<file path="src/rtl/gpio_pkg.sv">
package gpio_pkg;
   typedef enum logic [1:0] {
      GP_DATA = 2'd0,
      GP_DIR  = 2'd1,
      GP_ANA  = 2'd2,
      GP_NONE = 2'd3
   } gp_reg_e;
endpackage

</file>
<file path="src/rtl/gpio_sync.sv">
module gpio_sync #(
   parameter int WIDTH  = 8,
   parameter int STAGES = 2
) (
   input  logic             clk,
   input  logic             rst_n,
   input  logic [WIDTH-1:0] d,
   output logic [WIDTH-1:0] q
);
   logic [STAGES-1:0][WIDTH-1:0] chain_q;

   always_ff @(posedge clk or negedge rst_n) begin
      if (!rst_n) begin
         chain_q <= '0;
      end else begin
         chain_q[0] <= d;
         for (int s = 1; s < STAGES; s++) begin
            chain_q[s] <= chain_q[s-1];
         end
      end
   end

   assign q = chain_q[STAGES-1];
endmodule

</file>
<file path="src/rtl/gpio_regs.sv">
module gpio_regs
   import gpio_pkg::*;
#(
   parameter int               WIDTH          = 8,
   parameter logic [WIDTH-1:0] ANALOG_CAPABLE = WIDTH'(47)
) (
   input  logic             clk,
   input  logic             rst_n,
   input  logic             wr,
   input  logic [1:0]       addr,
   input  logic [WIDTH-1:0] wdata,
   output logic [WIDTH-1:0] data_q,
   output logic [WIDTH-1:0] dir_q,
   output logic [WIDTH-1:0] ana_q
);
   gp_reg_e sel;
   assign sel = gp_reg_e'(addr);

   always_ff @(posedge clk or negedge rst_n) begin
      if (!rst_n) begin
         data_q <= '0;
         dir_q  <= '1;
         ana_q  <= ANALOG_CAPABLE;
      end else if (wr) begin
         case (sel)
            GP_DATA: data_q <= wdata;
            GP_DIR:  dir_q  <= wdata;
            GP_ANA:  ana_q  <= wdata & ANALOG_CAPABLE;
            default: ;
         endcase
      end
   end
endmodule

</file>
<file path="src/rtl/gpio_pin_mux.sv">
module gpio_pin_mux #(
   parameter int WIDTH = 8
) (
   input  logic [WIDTH-1:0] data_q,
   input  logic [WIDTH-1:0] dir_q,
   input  logic [WIDTH-1:0] ana_q,
   input  logic [WIDTH-1:0] sync_in,
   input  logic [WIDTH-1:0] alt_en,
   input  logic [WIDTH-1:0] alt_oe,
   input  logic [WIDTH-1:0] alt_out,
   input  logic [WIDTH-1:0] alt_in_block,
   output logic [WIDTH-1:0] pad_out,
   output logic [WIDTH-1:0] pad_oe,
   output logic [WIDTH-1:0] dig_in
);
   for (genvar i = 0; i < WIDTH; i++) begin : g_pin
      logic in_pass;
      assign pad_oe[i]  = alt_en[i] ? alt_oe[i]  : ~dir_q[i];
      assign pad_out[i] = alt_en[i] ? alt_out[i] : data_q[i];
      assign in_pass    = ~ana_q[i] & ~(alt_en[i] & alt_in_block[i]);
      assign dig_in[i]  = sync_in[i] & in_pass;
   end
endmodule

</file>
<file path="src/rtl/gpio_bank.sv">
module gpio_bank
   import gpio_pkg::*;
#(
   parameter int               WIDTH          = 8,
   parameter int               SYNC_STAGES    = 2,
   parameter logic [WIDTH-1:0] ANALOG_CAPABLE = WIDTH'(47)
) (
   input  logic             clk,
   input  logic             rst_n,
   input  logic             reg_wr,
   input  logic [1:0]       reg_addr,
   input  logic [WIDTH-1:0] reg_wdata,
   output logic [WIDTH-1:0] reg_rdata,
   input  logic [WIDTH-1:0] pad_in,
   output logic [WIDTH-1:0] pad_out,
   output logic [WIDTH-1:0] pad_oe,
   input  logic [WIDTH-1:0] alt_en,
   input  logic [WIDTH-1:0] alt_oe,
   input  logic [WIDTH-1:0] alt_out,
   input  logic [WIDTH-1:0] alt_in_block,
   output logic [WIDTH-1:0] alt_in
);
   if (WIDTH < 1 || WIDTH > 32) begin : g_bad_width
      $error("gpio_bank: WIDTH must be 1..32");
   end
   if (SYNC_STAGES < 2) begin : g_bad_sync
      $error("gpio_bank: SYNC_STAGES must be at least 2");
   end

   logic [WIDTH-1:0] data_q, dir_q, ana_q, sync_in, dig_in;

   gpio_regs #(.WIDTH(WIDTH), .ANALOG_CAPABLE(ANALOG_CAPABLE)) u_regs (
      .clk(clk), .rst_n(rst_n), .wr(reg_wr), .addr(reg_addr), .wdata(reg_wdata),
      .data_q(data_q), .dir_q(dir_q), .ana_q(ana_q)
   );

   gpio_sync #(.WIDTH(WIDTH), .STAGES(SYNC_STAGES)) u_sync (
      .clk(clk), .rst_n(rst_n), .d(pad_in), .q(sync_in)
   );

   gpio_pin_mux #(.WIDTH(WIDTH)) u_mux (
      .data_q(data_q), .dir_q(dir_q), .ana_q(ana_q), .sync_in(sync_in),
      .alt_en(alt_en), .alt_oe(alt_oe), .alt_out(alt_out), .alt_in_block(alt_in_block),
      .pad_out(pad_out), .pad_oe(pad_oe), .dig_in(dig_in)
   );

   assign alt_in = dig_in;

   always_comb begin
      case (gp_reg_e'(reg_addr))
         GP_DATA: reg_rdata = dig_in;
         GP_DIR:  reg_rdata = dir_q;
         GP_ANA:  reg_rdata = ana_q;
         default: reg_rdata = '0;
      endcase
   end
endmodule

</file>
<file path="config.mk">
export PLATFORM = sky130hd
export DESIGN_NAME = gpio_bank
export DESIGN_NICKNAME = d
export VERILOG_FILES = /design/src/rtl/gpio_pkg.sv /design/src/rtl/gpio_sync.sv /design/src/rtl/gpio_regs.sv /design/src/rtl/gpio_pin_mux.sv /design/src/rtl/gpio_bank.sv
export SDC_FILE = /design/constraint.sdc
export NUM_CORES = 1
export LEC_CHECK = 0
export CAP_MARGIN = 20
export CORE_AREA = 3 3 59 61
export DETAILED_ROUTE_END_ITERATION = 10
export DIE_AREA = 0 0 62 64
export DONT_BUFFER_PORTS = 1
export PLACE_DENSITY_LB_ADDON = 0.05
export SETUP_SLACK_MARGIN = 0.05
export SYNTH_ARGS = -nofsm -noshare
export SYNTH_HDL_FRONTEND = slang
export SYNTH_HIERARCHICAL = 1
export SYNTH_SLANG_ARGS = --single-unit
</file>
<file path="constraint.sdc">
create_clock -name clk -period 0.95 [get_ports clk]
set_input_delay 0.095 -clock clk [delete_from_list [all_inputs] [get_ports clk]]
set_output_delay 0.095 -clock clk [all_outputs]
set_load 0.1 [all_outputs]
</file>
==> flow_metrics.env, run 1 <==
export IMPL_status="aborted with a tool error"
export IMPL_stop_stage="clock tree synthesis (4_1_cts)"
export IMPL_firstError="[ERROR DPL-0033] detailed placement checks failed during check placement."
export IMPL_cts_setup_buffers=7
export IMPL_pin_count=85
export IMPL_die_h_um=64
export IMPL_cts_hold_buf=16
export IMPL_cts_inserted_buffers=5
export IMPL_ys_warn_count=6
export IMPL_yosysTopAreaCellShare_pct=33.7
export IMPL_clock_sinks=37
export IMPL_root_buffer="clkbuf_4"
export IMPL_gp_congestion=0.738
export IMPL_dpl_cell_count=195
export IMPL_cts_buffer_depth=2
export IMPL_start_util_pct=58.8
export IMPL_htreeDepth=2
export IMPL_port_buffer_count=0
export IMPL_hpwl_mm=3.20
export IMPL_synth_area_per_cell_um2=13.4
export IMPL_synth_top_cell_by_area="dfrtp_1"
export IMPL_synthCells=133
export IMPL_rows=20
export IMPL_die_w_um=62
export IMPL_ys_top_cells_by_area="dfrtp_1 34%, dfstp_2 19%, mux2_2 13%, mux2_4 6.7%, buf_4 4.6%"
export IMPL_syn_area_um2=1780
export IMPL_ys_ff_latch=37
export IMPL_synth_cell_types=17
export IMPL_synth_seq_area_share_pct=52.9
export IMPL_cts_resized=24
==> cells in the mapped netlist <==
cell	instances
inv_1	8
nor3b_4	1
mux2_4	8
mux2_2	21
dfrtp_1	24
o2bb2ai_1	8
dfstp_2	13
a211oi_1	8
mux2i_1	8
nand3b_2	1
conb_1	1
o21ai_0	8
buf_6	3
nand2_1	8
nor2b_4	1
nand3b_1	1
buf_4	11
==> cell families after synthesis <==
kind of cell | after synthesis | synth area share, %
mux | 37 | 24.5
buf+inv | 22 | 8.22
simple gates | 12 | 4.57
flops | 37 | 52.9
other cells | 1 | 0.211
compound gates | 24 | 9.56
==> stage by stage <==
stage | setup slack, ps | hold slack, ps | TNS (ps) | area [um^2] | util, %
after floorplan | -1260 | -201 | -14190 | 2160 | -
after global placement | -237 | -200 | -1870 | 2520 | 83.3
after detailed placement | -315 | -199 | -2340 | 2520 | 83.3
==> run 2, diff against run 1 <==
CORE_AREA = 3 3 71 73   (was 3 3 59 61)
DIE_AREA = 0 0 74 76   (was 0 0 62 64)
PLACE_DENSITY_LB_ADDON = 0.15   (was 0.05)
SETUP_SLACK_MARGIN = default   (was 0.05)
==> flow_metrics.env, run 2 <==
export IMPL_status="finished, violations left"
export IMPL_violations="negative hold slack, negative setup slack"
export IMPL_ys_warn_count=6
export IMPL_htreeDepth=2
export IMPL_num_antenna_cells=0
export IMPL_tritoncts="done"
export IMPL_clkPwrFrac_pct=22.5
export IMPL_path_max_fanout=3
export IMPL_switching_share_pct=38.9
export IMPL_fin_tns_setup_ps=-10920
export IMPL_dp_slack_ps=-302
export IMPL_fin_ws_ps=-538
export IMPL_cpMaxStageDelayCell="dfstp_2"
export IMPL_p_sw_uw=2400
export IMPL_cp_required_ps=850
export IMPL_drt_iter0_markers=17
export IMPL_drtAntennaViolNets=0
export IMPL_p_comb_share_pct=43.5
export IMPL_port_buffer_count=0
export IMPL_final_common_cell="dfrtp_1"
export IMPL_fillers=325
export IMPL_seq_power_share_pct=34.0
export IMPL_max_clock_freq_ghz=0.672
export IMPL_drt_wl_total_mm=4.55
export IMPL_cts_inserted_buffers=5
export IMPL_drv_cap=0
export IMPL_wire_per_inst_um=18.9
export IMPL_start_util_pct=40.3
export IMPL_fin_hold_ws_ps=-505
export IMPL_yosys_top_cells_count="24 x dfrtp_1, 21 x mux2_2, 13 x dfstp_2"
export IMPL_rows=24
export IMPL_synth_edff_count=0
export IMPL_slew_violations=0
export IMPL_cts_hold_buf=16
export IMPL_grtUsageTotal_pct=17.1
export IMPL_viasPerCell=5.10
export IMPL_multi_input_area_um2=1070
export IMPL_drive_above_1_share_pct=72.0
export IMPL_cp_startpoint="u_regs/ana_q[0]"
export IMPL_synth_cell_types=17
export IMPL_p_leak_uw=0.00122
export IMPL_cp_start_kind="flip-flop"
export IMPL_path_cells="a211oi_4 -> mux2i_2 -> o2bb2ai_4 -> buf_12"
export IMPL_finalCritPeriodShare_pct=157
export IMPL_power_density_nw_per_um2=2040
export IMPL_final_cells=241
export IMPL_area_growth_pct=69.2
export IMPL_layout_cells_most_common_list="24 x dfrtp_1, 23 x buf_12, 20 x mux2_2, 19 x buf_4, 16 x dlygate4sd3_1"
export IMPL_synthCells=133
export IMPL_ys_ff_latch=37
export IMPL_clock_sinks=37
export IMPL_critPathArrivalTime_ps=1390
export IMPL_die_area_um2=5620
export IMPL_rsz0062_at_grt="true"
export IMPL_regToRegStartpoint="u_regs/data_q[2]"
export IMPL_ir_drop_v=0.00120
export IMPL_gp_congestion=0.696
export IMPL_die_w_um=74
export IMPL_critPathBufInv=1
export IMPL_synth_flop_cell="dfrtp_1"
export IMPL_syn_area_um2=1780
export IMPL_worstHoldPathType="in -> async"
export IMPL_ys_top_cells_by_area="dfrtp_1 34%, dfstp_2 19%, mux2_2 13%, mux2_4 6.7%, buf_4 4.6%"
export IMPL_synth_area_per_cell_um2=13.4
export IMPL_grt_max_degree=38
export IMPL_worst_setup_path_end_kind="primary output"
export IMPL_dpl_cell_count=204
export IMPL_synth_seq_area_share_pct=52.9
export IMPL_clk_pin_slew_ps=70
export IMPL_worstSkewPairLatency_ps=290
export IMPL_first_global_vias=1408
export IMPL_root_buffer="clkbuf_8"
export IMPL_regArea_um2=942
export IMPL_hpwl_mm=3.32
export IMPL_overflow=0
export IMPL_drt_first_pass_iters=3
export IMPL_hold_violations=37
export IMPL_clock_skew_ps=8.39
export IMPL_dr_total_vias=1228
export IMPL_grt_pass1_wl_mm=7.27
export IMPL_period_needed_ps=1490
export IMPL_synth_top_cell_by_area="dfrtp_1"
export IMPL_yosysMostFrequentCell="dfrtp_1"
export IMPL_internal_power_uw=3760
export IMPL_slowest_delay_ps=580
export IMPL_core_area_um2=4410
export IMPL_drc=0
export IMPL_die_h_um=76
export IMPL_pin_count=85
export IMPL_nets=241
export IMPL_synthArstFlopShare_pct=100
export IMPL_antenna_found_initial=0
export IMPL_yosysTopAreaCellShare_pct=33.7
export IMPL_critPathKind="reg -> out"
export IMPL_cts_buffer_depth=2
export IMPL_setup_viol=35
export IMPL_cp_top_family="flip-flops"
[run 2: cell counts after synthesis]
No cell type changed its count.
[run 2: repair_timing]
action / CTS / global route
hold endpoints to repair: 66 / 37
pin swaps: 13 / 3
buffers inserted: 7 / 6
endpoints found under the setup margin: 32 / 32
gates resized for setup: 25 / 7
[run 2: metrics by stage]
stage / util, % / power [uW] / area [um^2]
finish: 68.3 / 6160 / 3010
global route: 68.3 / 6390 / 3010
CTS: 66.6 / 6140 / 2940
detailed placement: 56.9 / 4520 / 2510
global placement: 56.9 / 4470 / 2510
floorplan: - / 4010 / 2130
[run 2: layout make-up]
cell class / count / share of cell area [%]
tap: 52 / 2.16
clock buffer: 7 / 2.87
timing repair buffer: 60 / 26.1
inverter: 8 / 0.997
sequential: 37 / 31.3
multi-input combinational: 76 / 35.6
clock inverter: 1 / 0.997
[run 2: logic make-up (layout without fill, tap and decap cells)]
logic type,Yosys count,count (layout),share of synthesized area [%]
flops,37,37,52.9
compound gates,24,24,9.56
buf+inv,22,76,8.22
simple gates,12,12,4.57
mux,37,37,24.5
other cells,1,3,0.211
[run 2: per-layer routing]
metal  track usage (%)  vias up  part of all wire, %
met4              3.80        0                 0.77
met5                 0        -                    0
li1                  -      556                    -
met1              19.4      613                   37
met3              5.15        5                  6.2
met2              30.8       54                   56
[run 2: final timing paths]
kind | endpoint | slack [ps] | cells after the start
max | reg_rdata[0] | -540 | 4
min | u_sync/chain_q[0] | -500 | 0
max reg2reg | u_regs/data_q[2] | -60 | 3
min reg2reg | u_sync/q[3] | 350 | 0
max in group asynchronous | u_regs/ana_q[3] | 1260 | 0
min in group clk | u_regs/ana_q[2] | 200 | 3
[run 2: power groups by stage]
stage	combinational (uW)	sequential (uW)	clock, uW
floorplan	1940	2070	0
global placement	2370	2100	0
detailed placement	2390	2130	0
CTS	2610	2100	1430
global route	2750	2130	1510
finish	2680	2100	1380
Note: power is estimated with default switching activity, not from simulation.
